[src/rtl/sta_pkg.sv]
package sta_pkg;

    typedef enum logic {
        WIN_IDLE = 1'b0,
        WIN_RUN  = 1'b1
    } win_state_e;

    // Index width able to hold the largest class hyperperiod.
    function automatic int unsigned idx_width(int unsigned n_task, int unsigned wt_w);
        return $clog2(n_task * ((1 << wt_w) - 1) + 1);
    endfunction

    function automatic int unsigned cnt_width(int unsigned slot_cyc);
        return (slot_cyc > 1) ? $clog2(slot_cyc) : 1;
    endfunction

endpackage

[src/rtl/sta_task_scan.sv]
module sta_task_scan #(
    parameter int unsigned N_TASK = 4,
    parameter int unsigned WT_W   = 3,
    parameter int unsigned IDX_W  = 5
) (
    input  logic [N_TASK*WT_W-1:0] wt,
    input  logic [N_TASK-1:0]      req,
    input  logic [N_TASK-1:0]      flg_in,
    input  logic [IDX_W-1:0]       idx_in,
    output logic [N_TASK-1:0]      gnt,
    output logic [N_TASK-1:0]      flg_out,
    output logic [IDX_W-1:0]       idx_out
);

    logic [IDX_W-1:0] ch;

    always_comb begin
        ch = '0;
        for (int j = 0; j < N_TASK; j++) begin
            ch = ch + IDX_W'(wt[j*WT_W +: WT_W]);
        end
    end

    // Sequential scan in index order, unrolled into one combinational pass.
    always_comb begin
        logic [IDX_W-1:0] idx;
        logic [IDX_W-1:0] per;
        logic [WT_W-1:0]  w;
        logic             taken;
        idx     = idx_in;
        per     = '0;
        w       = '0;
        taken   = 1'b0;
        gnt     = '0;
        flg_out = flg_in;
        for (int j = 0; j < N_TASK; j++) begin
            w = wt[j*WT_W +: WT_W];
            if (w != '0) begin
                per = ch / IDX_W'(w);
                if ((idx % per) == '0) begin
                    flg_out[j] = 1'b0;
                end
                if (!flg_out[j] && !taken) begin
                    flg_out[j] = 1'b1;
                    idx = (idx == ch - 1'b1) ? '0 : idx + 1'b1;
                    if (req[j]) begin
                        gnt[j] = 1'b1;
                        taken  = 1'b1;
                    end
                end
            end
        end
        idx_out = idx;
    end

endmodule

[src/rtl/sta_class_bank.sv]
module sta_class_bank #(
    parameter int unsigned N_CLASS = 3,
    parameter int unsigned N_TASK  = 4,
    parameter int unsigned IDX_W   = 5,
    parameter int unsigned CLS_W   = 2
) (
    input  logic              clk,
    input  logic              rst,
    input  logic              hp_clr,
    input  logic              upd,
    input  logic [CLS_W-1:0]  cls,
    input  logic              cls_ok,
    input  logic [IDX_W-1:0]  idx_nxt,
    input  logic [N_TASK-1:0] flg_nxt,
    output logic [IDX_W-1:0]  idx_rd,
    output logic [N_TASK-1:0] flg_rd
);

    logic [IDX_W-1:0]  idx_q [N_CLASS];
    logic [N_TASK-1:0] flg_q [N_CLASS];

    always_ff @(posedge clk) begin
        for (int c = 0; c < N_CLASS; c++) begin
            if (rst) begin
                idx_q[c] <= '0;
                flg_q[c] <= '0;
            end else if (upd && cls_ok && (32'(cls) == c)) begin
                idx_q[c] <= idx_nxt;
                flg_q[c] <= flg_nxt;
            end else if (hp_clr) begin
                idx_q[c] <= '0;
                flg_q[c] <= '0;
            end
        end
    end

    // A clear in the same cycle is forwarded to the scan.
    always_comb begin
        idx_rd = '0;
        flg_rd = '0;
        if (cls_ok && !hp_clr) begin
            idx_rd = idx_q[cls];
            flg_rd = flg_q[cls];
        end
    end

    // a clear without a concurrent update empties the first class
    a_r9_hp_clears: assert property (@(posedge clk) disable iff (rst)
        (hp_clr && !upd) |=> (idx_q[0] == '0 && flg_q[0] == '0));

endmodule

[src/rtl/sta_slot_timer.sv]
module sta_slot_timer
    import sta_pkg::*;
#(
    parameter int unsigned Z_W      = 4,
    parameter int unsigned SLOT_CYC = 4
) (
    input  logic           clk,
    input  logic           rst,
    input  logic           start,
    input  logic [Z_W-1:0] size,
    output logic           busy,
    output logic           fire,
    output logic           done
);

    localparam int unsigned CNT_W = cnt_width(SLOT_CYC);
    localparam logic [CNT_W-1:0] LAST = CNT_W'(SLOT_CYC - 1);

    win_state_e     state_q;
    logic [CNT_W-1:0] cnt_q;
    logic [Z_W-1:0]   left_q;
    logic             slot_end;

    assign busy     = (state_q == WIN_RUN);
    assign slot_end = busy && (cnt_q == LAST);
    assign done     = slot_end && (left_q == Z_W'(1));
    assign fire     = (start && !busy) || (slot_end && left_q > Z_W'(1));

    always_ff @(posedge clk) begin
        if (rst) begin
            state_q <= WIN_IDLE;
            cnt_q   <= '0;
            left_q  <= '0;
        end else if (!busy) begin
            if (start) begin
                state_q <= WIN_RUN;
                cnt_q   <= '0;
                left_q  <= size;
            end
        end else if (slot_end) begin
            cnt_q <= '0;
            if (left_q == Z_W'(1)) begin
                state_q <= WIN_IDLE;
            end
            left_q <= left_q - 1'b1;
        end else begin
            cnt_q <= cnt_q + 1'b1;
        end
    end

    // a running window never has zero slots left
    a_r2_left_nonzero: assert property (@(posedge clk) disable iff (rst)
        busy |-> (left_q != '0));
    // the window cannot end in the middle of a slot
    a_r2_no_early_end: assert property (@(posedge clk) disable iff (rst)
        (busy && !slot_end) |=> busy);
    // the window closes right after done
    a_r10_done_closes: assert property (@(posedge clk) disable iff (rst)
        done |=> !busy);

endmodule

[src/rtl/slot_task_arbiter.sv]
module slot_task_arbiter
    import sta_pkg::*;
#(
    parameter int unsigned N_CLASS  = 3,
    parameter int unsigned N_TASK   = 4,
    parameter int unsigned WT_W     = 3,
    parameter int unsigned Z_W      = 4,
    parameter int unsigned SLOT_CYC = 4,
    localparam int unsigned CLS_W   = (N_CLASS > 1) ? $clog2(N_CLASS) : 1,
    localparam int unsigned IDX_W   = idx_width(N_TASK, WT_W)
) (
    input  logic                        clk,
    input  logic                        rst,
    input  logic                        hp_start,
    input  logic                        win_start,
    input  logic [CLS_W-1:0]            win_class,
    input  logic [Z_W-1:0]              win_size,
    input  logic [N_CLASS*N_TASK-1:0]   task_req,
    input  logic [N_CLASS*N_TASK*WT_W-1:0] task_wt,
    output logic [N_TASK-1:0]           task_gnt,
    output logic                        win_done
);

    logic [N_TASK-1:0]      req_cls [N_CLASS];
    logic [N_TASK*WT_W-1:0] wt_cls  [N_CLASS];

    for (genvar c = 0; c < N_CLASS; c++) begin : g_cls
        assign req_cls[c] = task_req[c*N_TASK +: N_TASK];
        assign wt_cls[c]  = task_wt[c*N_TASK*WT_W +: N_TASK*WT_W];
    end

    logic              busy, fire, accept, cls_ok;
    logic [CLS_W-1:0]  cls_q, cls_sel;
    logic [N_TASK-1:0] req_sel, gnt_nxt, gnt_q, flg_rd, flg_nxt;
    logic [N_TASK*WT_W-1:0] wt_sel;
    logic [IDX_W-1:0]  idx_rd, idx_nxt;

    assign cls_sel = busy ? cls_q : win_class;
    assign cls_ok  = (32'(cls_sel) < N_CLASS);
    assign accept  = win_start && (win_size != '0) && (32'(win_class) < N_CLASS);
    assign req_sel = cls_ok ? req_cls[cls_sel] : '0;
    assign wt_sel  = cls_ok ? wt_cls[cls_sel]  : '0;

    sta_slot_timer #(.Z_W(Z_W), .SLOT_CYC(SLOT_CYC)) timer_i (
        .clk(clk), .rst(rst), .start(accept), .size(win_size),
        .busy(busy), .fire(fire), .done(win_done)
    );

    sta_class_bank #(.N_CLASS(N_CLASS), .N_TASK(N_TASK), .IDX_W(IDX_W), .CLS_W(CLS_W)) bank_i (
        .clk(clk), .rst(rst), .hp_clr(hp_start), .upd(fire),
        .cls(cls_sel), .cls_ok(cls_ok),
        .idx_nxt(idx_nxt), .flg_nxt(flg_nxt),
        .idx_rd(idx_rd), .flg_rd(flg_rd)
    );

    sta_task_scan #(.N_TASK(N_TASK), .WT_W(WT_W), .IDX_W(IDX_W)) scan_i (
        .wt(wt_sel), .req(req_sel), .flg_in(flg_rd), .idx_in(idx_rd),
        .gnt(gnt_nxt), .flg_out(flg_nxt), .idx_out(idx_nxt)
    );

    always_ff @(posedge clk) begin
        if (rst) begin
            cls_q <= '0;
            gnt_q <= '0;
        end else begin
            if (accept && !busy) begin
                cls_q <= win_class;
            end
            if (fire) begin
                gnt_q <= gnt_nxt;
            end else if (win_done) begin
                gnt_q <= '0;
            end
        end
    end

    assign task_gnt = gnt_q;

    // at most one task granted
    a_r1_onehot: assert property (@(posedge clk) disable iff (rst)
        $onehot0(task_gnt));
    // a granted task was requesting at the slot edge
    a_r1_req_held: assert property (@(posedge clk) disable iff (rst)
        fire |=> ((task_gnt & ~$past(req_sel)) == '0));
    // the grant does not move inside a slot
    a_r2_gnt_stable: assert property (@(posedge clk) disable iff (rst)
        (busy && !fire && !win_done) |=> $stable(task_gnt));
    // no grant outside a window
    a_r10_idle_zero: assert property (@(posedge clk) disable iff (rst)
        !busy |-> (task_gnt == '0));

endmodule

[config.mk]
export PLATFORM = sky130hd
export DESIGN_NAME = slot_task_arbiter
export DESIGN_NICKNAME = d
export VERILOG_FILES = /design/src/rtl/sta_pkg.sv /design/src/rtl/sta_task_scan.sv /design/src/rtl/sta_class_bank.sv /design/src/rtl/sta_slot_timer.sv /design/src/rtl/slot_task_arbiter.sv
export SDC_FILE = /design/constraint.sdc
export NUM_CORES = 1
export LEC_CHECK = 0
export BUFFER_PORTS_ARGS = -buffer_cell sky130_fd_sc_hd__buf_2
export CAP_MARGIN = 20
export CORE_MARGIN = 4
export CORE_UTILIZATION = 40
export CTS_CLUSTER_SIZE = 8
export DETAILED_ROUTE_END_ITERATION = 6
export SLEW_MARGIN = 15
export SYNTH_ARGS = -nofsm -noshare
export SYNTH_HDL_FRONTEND = slang
export SYNTH_SLANG_ARGS = --single-unit
[constraint.sdc]
create_clock -name clk -period 49.2 [get_ports clk]
set_input_delay 9.84 -clock clk [delete_from_list [all_inputs] [get_ports clk]]
set_output_delay 9.84 -clock clk [all_outputs]
set_load 0.01 [all_outputs]
==> out/results.tsv, run 1 <==
metric	value	unit
postSynthCellCount	1153	
num_vias	8982	
top_layer	met4	
critPathMaxFanout	12	
utilization	0.455	
slew_violations	0	
wl	27100	um
finalSetupViolations	0	
drc	0	
grt_overflow_total	0	
track_usage	0.210	
critPathKind	in2reg	
yosysWarnings	0	
critical_path.most_common_cell	ha_1	
diodes	0	
rows	54	
synth_area	0.00897	mm2
synth_most_common_cell	ha_1	
htreeDepth	2	
coreArea	0.0220	mm2
pin_count	63	
wl_met2	12800	um
synth_area_per_cell	7.78	um2
dr.pass1.iters	6	
nets	1421	
ys_seq_area_frac	0.119	
dp_hpwl	21800	um
tightest_slew	0.954	ns
yosysUniqueCellTypes	106	
wl_per_cell	18.1	um
synth_area_leaders	ha_1 19%, edfxtp_1 9.0%, nor2_1 4.2%	
drive_gt1_frac	0.161	
antenna_found_initial	0	
numCtsBuffers	5	
drtAntennaViolNets	0	
final_hold_viol_count	0	
crit_arrival	46.36	ns
cts.clk_slew.worst_paths	0.06	ns
clk_latency	0.29	ns
fin_crit	46.33	ns
die-width	158	um
io_buffers	62	
async_flop_share	0	
crit_required	49.23	ns
setup_tns	0	ns
synth_top_area_cell	ha_1	
multi_input_area	0.00758	mm2
met1_length	12700	um
layoutNonFillerInstCount	1501	
start_kind	input port	
hold_buffers	0	
via_per_inst	5.98	
yosysTopAreaCellShare	0.187	
drtIter0Drc	754	
globalplace.congestion	0.880	
die_area	0.0249	mm2
seq_area	0.00107	mm2
slowest_stage	fa_1	
cts_tree	yes	
min_path_type	reg2reg	
syn-num-nets	1354	
fmax	0.0216	GHz
synth-main-ff-cell	edfxtp_1	
fin_ws	2.87	ns
grt_max_degree	36	
fin_skew	0.00535	ns
area_delta_synth_final	11.4	%
dp_cells	1480	
slew-limit-headroom	0.359	
grt_pass1_wl	42600	um
clock_sinks	40	
clockRootBuffer	clkbuf_16	
place_worst_setup_slack	0.776	ns
grt_pass1_vias	8375	
status	completed	
max_stage_delay	0.46	ns
synth_seq_cells	40	
end_kind	flop	
drv_cap	0	
num-fill-cells	2217	
synth_common_cells	134 x ha_1, 101 x nor2_1, 95 x nand2_1, 71 x inv_1, 70 x a21oi_1	
die_h	158	um
initial_core_util	0.409	
clockBufferDepth	2	
dr_wl_met3	1140	um
synth-edff-count	27	
fin_crit_sh	0.942	
==> cells in the final DEF, fill, tap and decap left out, types with 17 or more instances in the layout <==
| master | count |
|---|---|
| mux2i_1 | 30 |
| o21ai_0 | 65 |
| nor3_1 | 45 |
| a21oi_1 | 64 |
| nand2b_1 | 24 |
| inv_1 | 69 |
| edfxtp_1 | 27 |
| xor2_1 | 20 |
| nand3_1 | 27 |
| nor2b_1 | 26 |
| xnor2_1 | 34 |
| nand2_1 | 94 |
| a21o_1 | 17 |
| buf_4 | 31 |
| buf_2 | 62 |
| o21a_1 | 28 |
| ha_1 | 134 |
| a31oi_1 | 18 |
| nor2_1 | 98 |
==> state kept, by name, summed over array words and instances, names as in the netlist <==
register        count
bank_i.flg_q       12
timer_i.left_q      4
bank_i.idx_q       15
task_gnt            4
timer_i.busy        1
cls_q               2
timer_i.cnt_q       2
==> repair_timing <==
action	4_1_cts	5_1_grt
endpoints found under the setup margin	0	19
buffers inserted	0	12
hold endpoints to repair	0	0
resized for setup	0	32
==> critical path: cells and delay by family <==
| family | cells | cell delay, ns |
|---|---|---|
| AO/OA/AOI/OAI | 82 | 16.55 |
| XOR/XNOR | 1 | 0.26 |
| adder cells (fa/ha/maj) | 29 | 8.61 |
| buffers and inverters | 13 | 1.83 |
| multiplexers | 7 | 2.12 |
| AND/OR/NAND/NOR | 48 | 7.06 |
==> final cells by class <==
type,instances,area share
tap,280,0.0350
sequential,40,0.107
inverter,74,0.0287
clock buffer,5,0.0125
clock inverter,3,0.00426
multi-input combinational,1006,0.758
timing repair buffer,93,0.0543
==> through the flow <==
stage                     cell area, um2  hold slack [ns]
final                              10000            0.470
after global routing               10000            0.494
after CTS                           9780            0.471
after detailed placement            9610            0.463
after global placement              9610            0.451
after floorplan                     8970            0.437
==> logic make-up after synthesis <==
kind of cell / after synthesis / synth area share
buffers and inverters: 108 / 0.0497
adders and majority gates: 143 / 0.207
muxes: 48 / 0.0594
xor gates and xnor gates: 54 / 0.0527
AOI/OAI and AO/OA: 340 / 0.269
DFF: 40 / 0.119
and+or+nand+nor: 420 / 0.243
==> path summary, 6_finish.rpt <==
| kind | start | end | slack (ns) | cells past startpoint |
|---|---|---|---|---|
| setup / recovery | win_class[0] | bank_i.idx_q[0][4] | 2.87 | 180 |
| hold / removal | timer_i.left_q[3] | timer_i.left_q[3] | 0.47 | 2 |
| setup reg to reg | timer_i.busy | bank_i.idx_q[0][4] | 11.66 | 176 |
| hold reg to reg | timer_i.left_q[3] | timer_i.left_q[3] | 0.47 | 2 |
==> routing by layer <==
layer / track usage / vias to the layer above
li1: - / 4438
met1: 0.287 / 4286
met2: 0.358 / 222
met3: 0.0219 / 36
met4: 0.0451 / 0
met5: 0 / -
Power of run 1 is left out: the tool's default activity adds up to more than one toggle a clock period on the data nets, which glitch-free logic cannot reach.
==> run 2: changes to the inputs <==
- RECOVER_POWER: default -> 100
==> out/results.tsv, run 2 (synthesis gave the netlist of run 1 again) <==
metric	value	unit	change
slowest_stage	fa_1		
clockRootBuffer	clkbuf_16		
crit_required	49.24	ns	about the same
fin_ws	2.84	ns	-0.0355 ns
htreeDepth	2		unchanged
fin_skew	0.00625	ns	+0.000907 ns
start_kind	input port		
slew_violations	0		unchanged
seq_area	0.00107	mm2	unchanged
max_stage_delay	0.46	ns	about the same
antenna_found_initial	0		unchanged
nets	1421		unchanged
cts.clk_slew.worst_paths	0.06	ns	about the same
placed_area	0.00961	mm2	unchanged
numCtsBuffers	5		unchanged
fmax	0.0216	GHz	about the same
critPathMaxFanout	12		unchanged
track_usage	0.210		unchanged
drtIter0Drc	702		-6.9%
whs	0.467	ns	-0.00386 ns
drtAntennaViolNets	0		unchanged
grt_pass1_vias	8375		unchanged
num_vias	8942		-0.45%
setup_tns	0	ns	unchanged
die_h	158	um	unchanged
hold_buffers	0		unchanged
clock_sinks	40		unchanged
grt_overflow_total	0		unchanged
dp_hpwl	21800	um	unchanged
initial_core_util	0.409		unchanged
use_met3	0.0219		unchanged
globalplace.congestion	0.880		unchanged
rows	54		unchanged
use_met1	0.287		unchanged
critPathBufInv	13		unchanged
multi_input_area	0.00757	mm2	about the same
pin_count	63		unchanged
grt_pass1_wl	42600	um	unchanged
grt_max_degree	36		unchanged
cts_tree	yes		
drc	0		unchanged
critical_path.most_common_cell	ha_1		
clk_latency	0.29	ns	about the same
diodes	0		unchanged
drive_gt1_frac	0.154		-0.00737
wl	27100	um	about the same
num-fill-cells	2227		+0.45%
finalSetupViolations	0		unchanged
slew-limit-headroom	0.353		-0.00666
via_per_inst	5.96		-0.45%
final_cell_mix	134 x ha_1, 98 x nor2_1, 94 x nand2_1, 69 x inv_1, 65 x o21ai_0		
fin_crit_sh	0.942		about the same
area_delta_synth_final	11.2	%	
status	completed		
wl_per_cell	18.1	um	about the same
place_worst_setup_slack	0.776	ns	unchanged
coreArea	0.0220	mm2	unchanged
largest_reg_flops	15		unchanged
crit_arrival	46.40	ns	+0.04 ns
dr.pass1.iters	5		-1
clockBufferDepth	2		unchanged
top_regs	bank_i.idx_q: 15 flops, bank_i.flg_q: 12 flops		
final_common_cell	ha_1		
tightest_slew	0.964	ns	+0.00992 ns
min_path_type	reg2reg		
io_buffers	62		unchanged
design_area	0.00997	mm2	-0.24%
final_hold_viol_count	0		unchanged
path_delay_family	compound AO/OA/AOI/OAI gates		
gr-max-usage-layer	met2		
grt.met2_usage	0.358		unchanged
die-width	158	um	unchanged
critPathKind	in2reg		
drv_cap	0		unchanged
top_register	bank_i.idx_q		
end_kind	flop		
die_area	0.0249	mm2	unchanged
fin_crit	46.36	ns	+0.0355 ns
[run 2: changes by cell type in the layout (fill, tap and decap cells not counted), sizes merged]
cell	previous run	this run
clkbuf	5	13
buf	93	85
[run 2: per-layer routing]
metal / part of all wire / wire length [um]
met5: 0 / 0
met1: 0.47 / 12700
met4: 0.016 / 426
met2: 0.47 / 12800
met3: 0.042 / 1140
[run 2: worst min-delay path: stages, from the launching register on]
cell and delay [ns]:
dfxtp_1 0.32, inv_1 0.05, a21oi_1 0.05
[run 2: worst paths after layout]
path | slack [ns] | cells past startpoint | end | startpoint
max | 2.84 | 180 | bank_i.idx_q[0][4] | win_class[0]
min | 0.47 | 2 | timer_i.left_q[3] | timer_i.left_q[3]
min reg2reg | 0.47 | 2 | timer_i.left_q[3] | timer_i.left_q[3]
max reg2reg | 11.63 | 179 | bank_i.idx_q[0][4] | timer_i.busy
[run 2: metrics by stage]
step	cells	utilization
2_1_floorplan	1153	-
3_3_place_gp	1480	0.438
3_5_place_dp	1480	0.438
4_1_cts	1488	0.445
5_1_grt	1501	0.454
6_report	1501	0.454
[run 2: repair_timing]
action                                  in CTS  in global routing
endpoints found under the setup margin       0                 19
resized for setup                            0                 32
setup buffers                                0                 12
[run 2: cell type report]
type	instances	share of cell area
multi-input cells	1006	0.760
repair buffers	93	0.0524
flip-flops and latches	40	0.107
well taps	280	0.0351
inverters	74	0.0287
clock inverters	3	0.00427
clock buffers	5	0.0125
Power of run 2 is left out for the same reason.
==> run 3: changes to the inputs <==
- ABC_AREA: default -> 1
==> out/results.tsv, run 3 <==
metric	value	unit	change
yosysUniqueCellTypes	59		-44%
grt_overflow_total	0		unchanged
num-fill-cells	2256		+1.3%
drv_cap	0		unchanged
final_hold_viol_count	0		unchanged
top_register	bank_i.idx_q		
die-width	154	um	-2.3%
path_delay_family	simple AND/OR/NAND/NOR gates		
io_buffers	62		unchanged
yosysWarnings	0		unchanged
yosysTopAreaCellShare	0.196		+0.00945
final_cell_mix	342 x nand2_1, 190 x inv_1, 134 x ha_1, 110 x nand3_1, 101 x nor2_1		
wl_per_cell	14.5	um	-20%
critPathKind	in2reg		
initial_core_util	0.406		-0.00232
synth_area	0.00854	mm2	-4.8%
synth_common_cells	339 x nand2_1, 189 x inv_1, 134 x ha_1, 108 x nand3_1, 101 x nor2_1		
min_path_type	reg2reg		
coreArea	0.0210	mm2	-4.3%
dr.pass1.iters	7		+2
synth_seq_cells	40		unchanged
clk_latency	0.29	ns	about the same
fin_crit_sh	0.907		-0.0355
cts.clk_slew.worst_paths	0.06	ns	about the same
slew_violations	0		unchanged
critPathMaxFanout	14		+2
largest_reg_flops	15		unchanged
htreeDepth	2		unchanged
grt_max_degree	17		-53%
antenna_found_initial	0		unchanged
clock_sinks	40		unchanged
slowest_stage	a21oi_1		
tightest_slew	1.03	ns	+0.0647 ns
finalSetupViolations	0		unchanged
clockRootBuffer	clkbuf_16		
die_h	154	um	-2.3%
fin_crit	44.62	ns	-1.75 ns
cts-resized-gates	0		unchanged
cts_tree	yes		
post-cts-setup-buffers	0		unchanged
drtIter0Drc	541		-23%
setup_tns	0	ns	unchanged
diodes	0		unchanged
synth_top_area_cell	ha_1		
area_delta_synth_final	8.32	%	
drc	0		unchanged
wl	24000	um	-12%
async_flop_share	0		unchanged
die_area	0.0237	mm2	-4.6%
grt_pass1_wl	39900	um	-6.2%
numCtsBuffers	5		unchanged
synth-main-ff-cell	edfxtp_1		
max_stage_delay	0.50	ns	+0.04 ns
end_kind	flop		
syn-num-nets	1524		+13%
rsz0062_at_grt	false		
nets	1584		+11%
critPathBufInv	35		+22
crit_arrival	44.64	ns	-1.76 ns
clockBufferDepth	2		unchanged
postSynthCellCount	1323		+15%
synth_area_leaders	ha_1 20%, nand2_1 15%, edfxtp_1 9.5%		
drtAntennaViolNets	0		unchanged
final_common_cell	nand2_1		
via_per_inst	5.10		-14%
fin_skew	0.00689	ns	+0.000639 ns
dp_hpwl	19900	um	-8.7%
top_regs	bank_i.idx_q: 15 flops, bank_i.flg_q: 12 flops		
synth_area_per_cell	6.45	um2	-17%
num_vias	8456		-5.4%
grt_pass1_vias	8147		-2.7%
pin_count	63		unchanged
rows	53		-1.9%
drive_gt1_frac	0.108		-0.0456
synth-edff-count	27		unchanged
critical_path.most_common_cell	nand2_1		
slew-limit-headroom	0.314		-0.0385
globalplace.congestion	0.891		+1.2%
ys_seq_area_frac	0.125		+0.00603
hold_buffers	0		unchanged
status	completed		
start_kind	input port		
fmax	0.0224	GHz	+3.9%
synth_most_common_cell	nand2_1		
crit_required	49.23	ns	about the same
track_usage	0.201		-0.00873
==> run 3: changes by cell type after synthesis, moves of 15 or more <==
cell and change:
nand2b_1 -24, nand3_1 +80, nor3_1 -26, nand4_1 +15, xor2_1 +19, inv_1 +118
xnor2_1 -17, o21a_1 -28, nand2_1 +244, mux2i_1 -33, nor2b_1 -26
==> run 3: cell type report <==
class,instances,area [um2],share of cell area
clock buffer,6,129,0.0139
sequential,40,1070,0.116
multi-input combinational,1068,6600,0.714
clock inverter,2,12.5,0.00135
inverter,203,764,0.0826
tap,275,344,0.0372
timing repair buffer,65,325,0.0352
==> run 3: worst reg2reg max path, delay by kind of cell, from the launching register on <==
| family | cells | cell delay [ns] |
|---|---|---|
| AO/OA/AOI/OAI | 48 | 9.18 |
| XOR/XNOR | 1 | 0.19 |
| adder cells (fa/ha/maj) | 29 | 8.47 |
| buffers and inverters | 34 | 3.75 |
| flip-flops | 1 | 0.56 |
| AND/OR/NAND/NOR | 116 | 13.16 |
==> run 3: stage by stage <==
step / cell area, um2 / utilization / cells / hold WS [ns] / setup slack [ns]
2_1_floorplan: 8540 / - / 1323 / 0.433 / 9.47
3_3_place_gp: 9130 / 0.434 / 1651 / 0.453 / 5.52
3_5_place_dp: 9130 / 0.434 / 1651 / 0.454 / 4.84
4_1_cts: 9280 / 0.441 / 1659 / 0.461 / 5.02
5_1_grt: 9250 / 0.440 / 1659 / 0.497 / 0.465
6_report: 9250 / 0.440 / 1659 / 0.458 / 4.58
==> run 3: logic make-up (layout without fill, tap and decap cells) <==
family                   after synthesis  after routing  synth area share
AND/OR/NAND/NOR                      684            684             0.375
buffers and inverters                215            276            0.0992
AO/OA/AOI/OAI                        185            185             0.125
adder cells (fa/ha/maj)              143            143             0.217
XOR/XNOR                              56             56            0.0574
flip-flops                            40             40             0.125
==> run 3: final timing paths <==
| check | from | to | slack [ns] | depth (start not counted) |
|---|---|---|---|---|
| hold / removal | timer_i.cnt_q[0] | timer_i.cnt_q[0] | 0.46 | 1 |
| hold reg to reg | timer_i.cnt_q[0] | timer_i.cnt_q[0] | 0.46 | 1 |
| setup reg to reg | timer_i.busy | bank_i.idx_q[1][0] | 13.66 | 228 |
| setup / recovery | win_class[0] | bank_i.idx_q[1][0] | 4.58 | 230 |
==> run 3: layer usage <==
metal  part of all wire  wire, um  global-route usage  vias to the layer above
met2               0.46     11000               0.339                      137
met4              0.020       486              0.0454                        0
met1               0.49     11800               0.280                     3801
met5                  0         0                   0                        -
met3              0.028       677              0.0155                       31
li1                   -         -                   -                     4487
Power of run 3 is left out for the same reason.
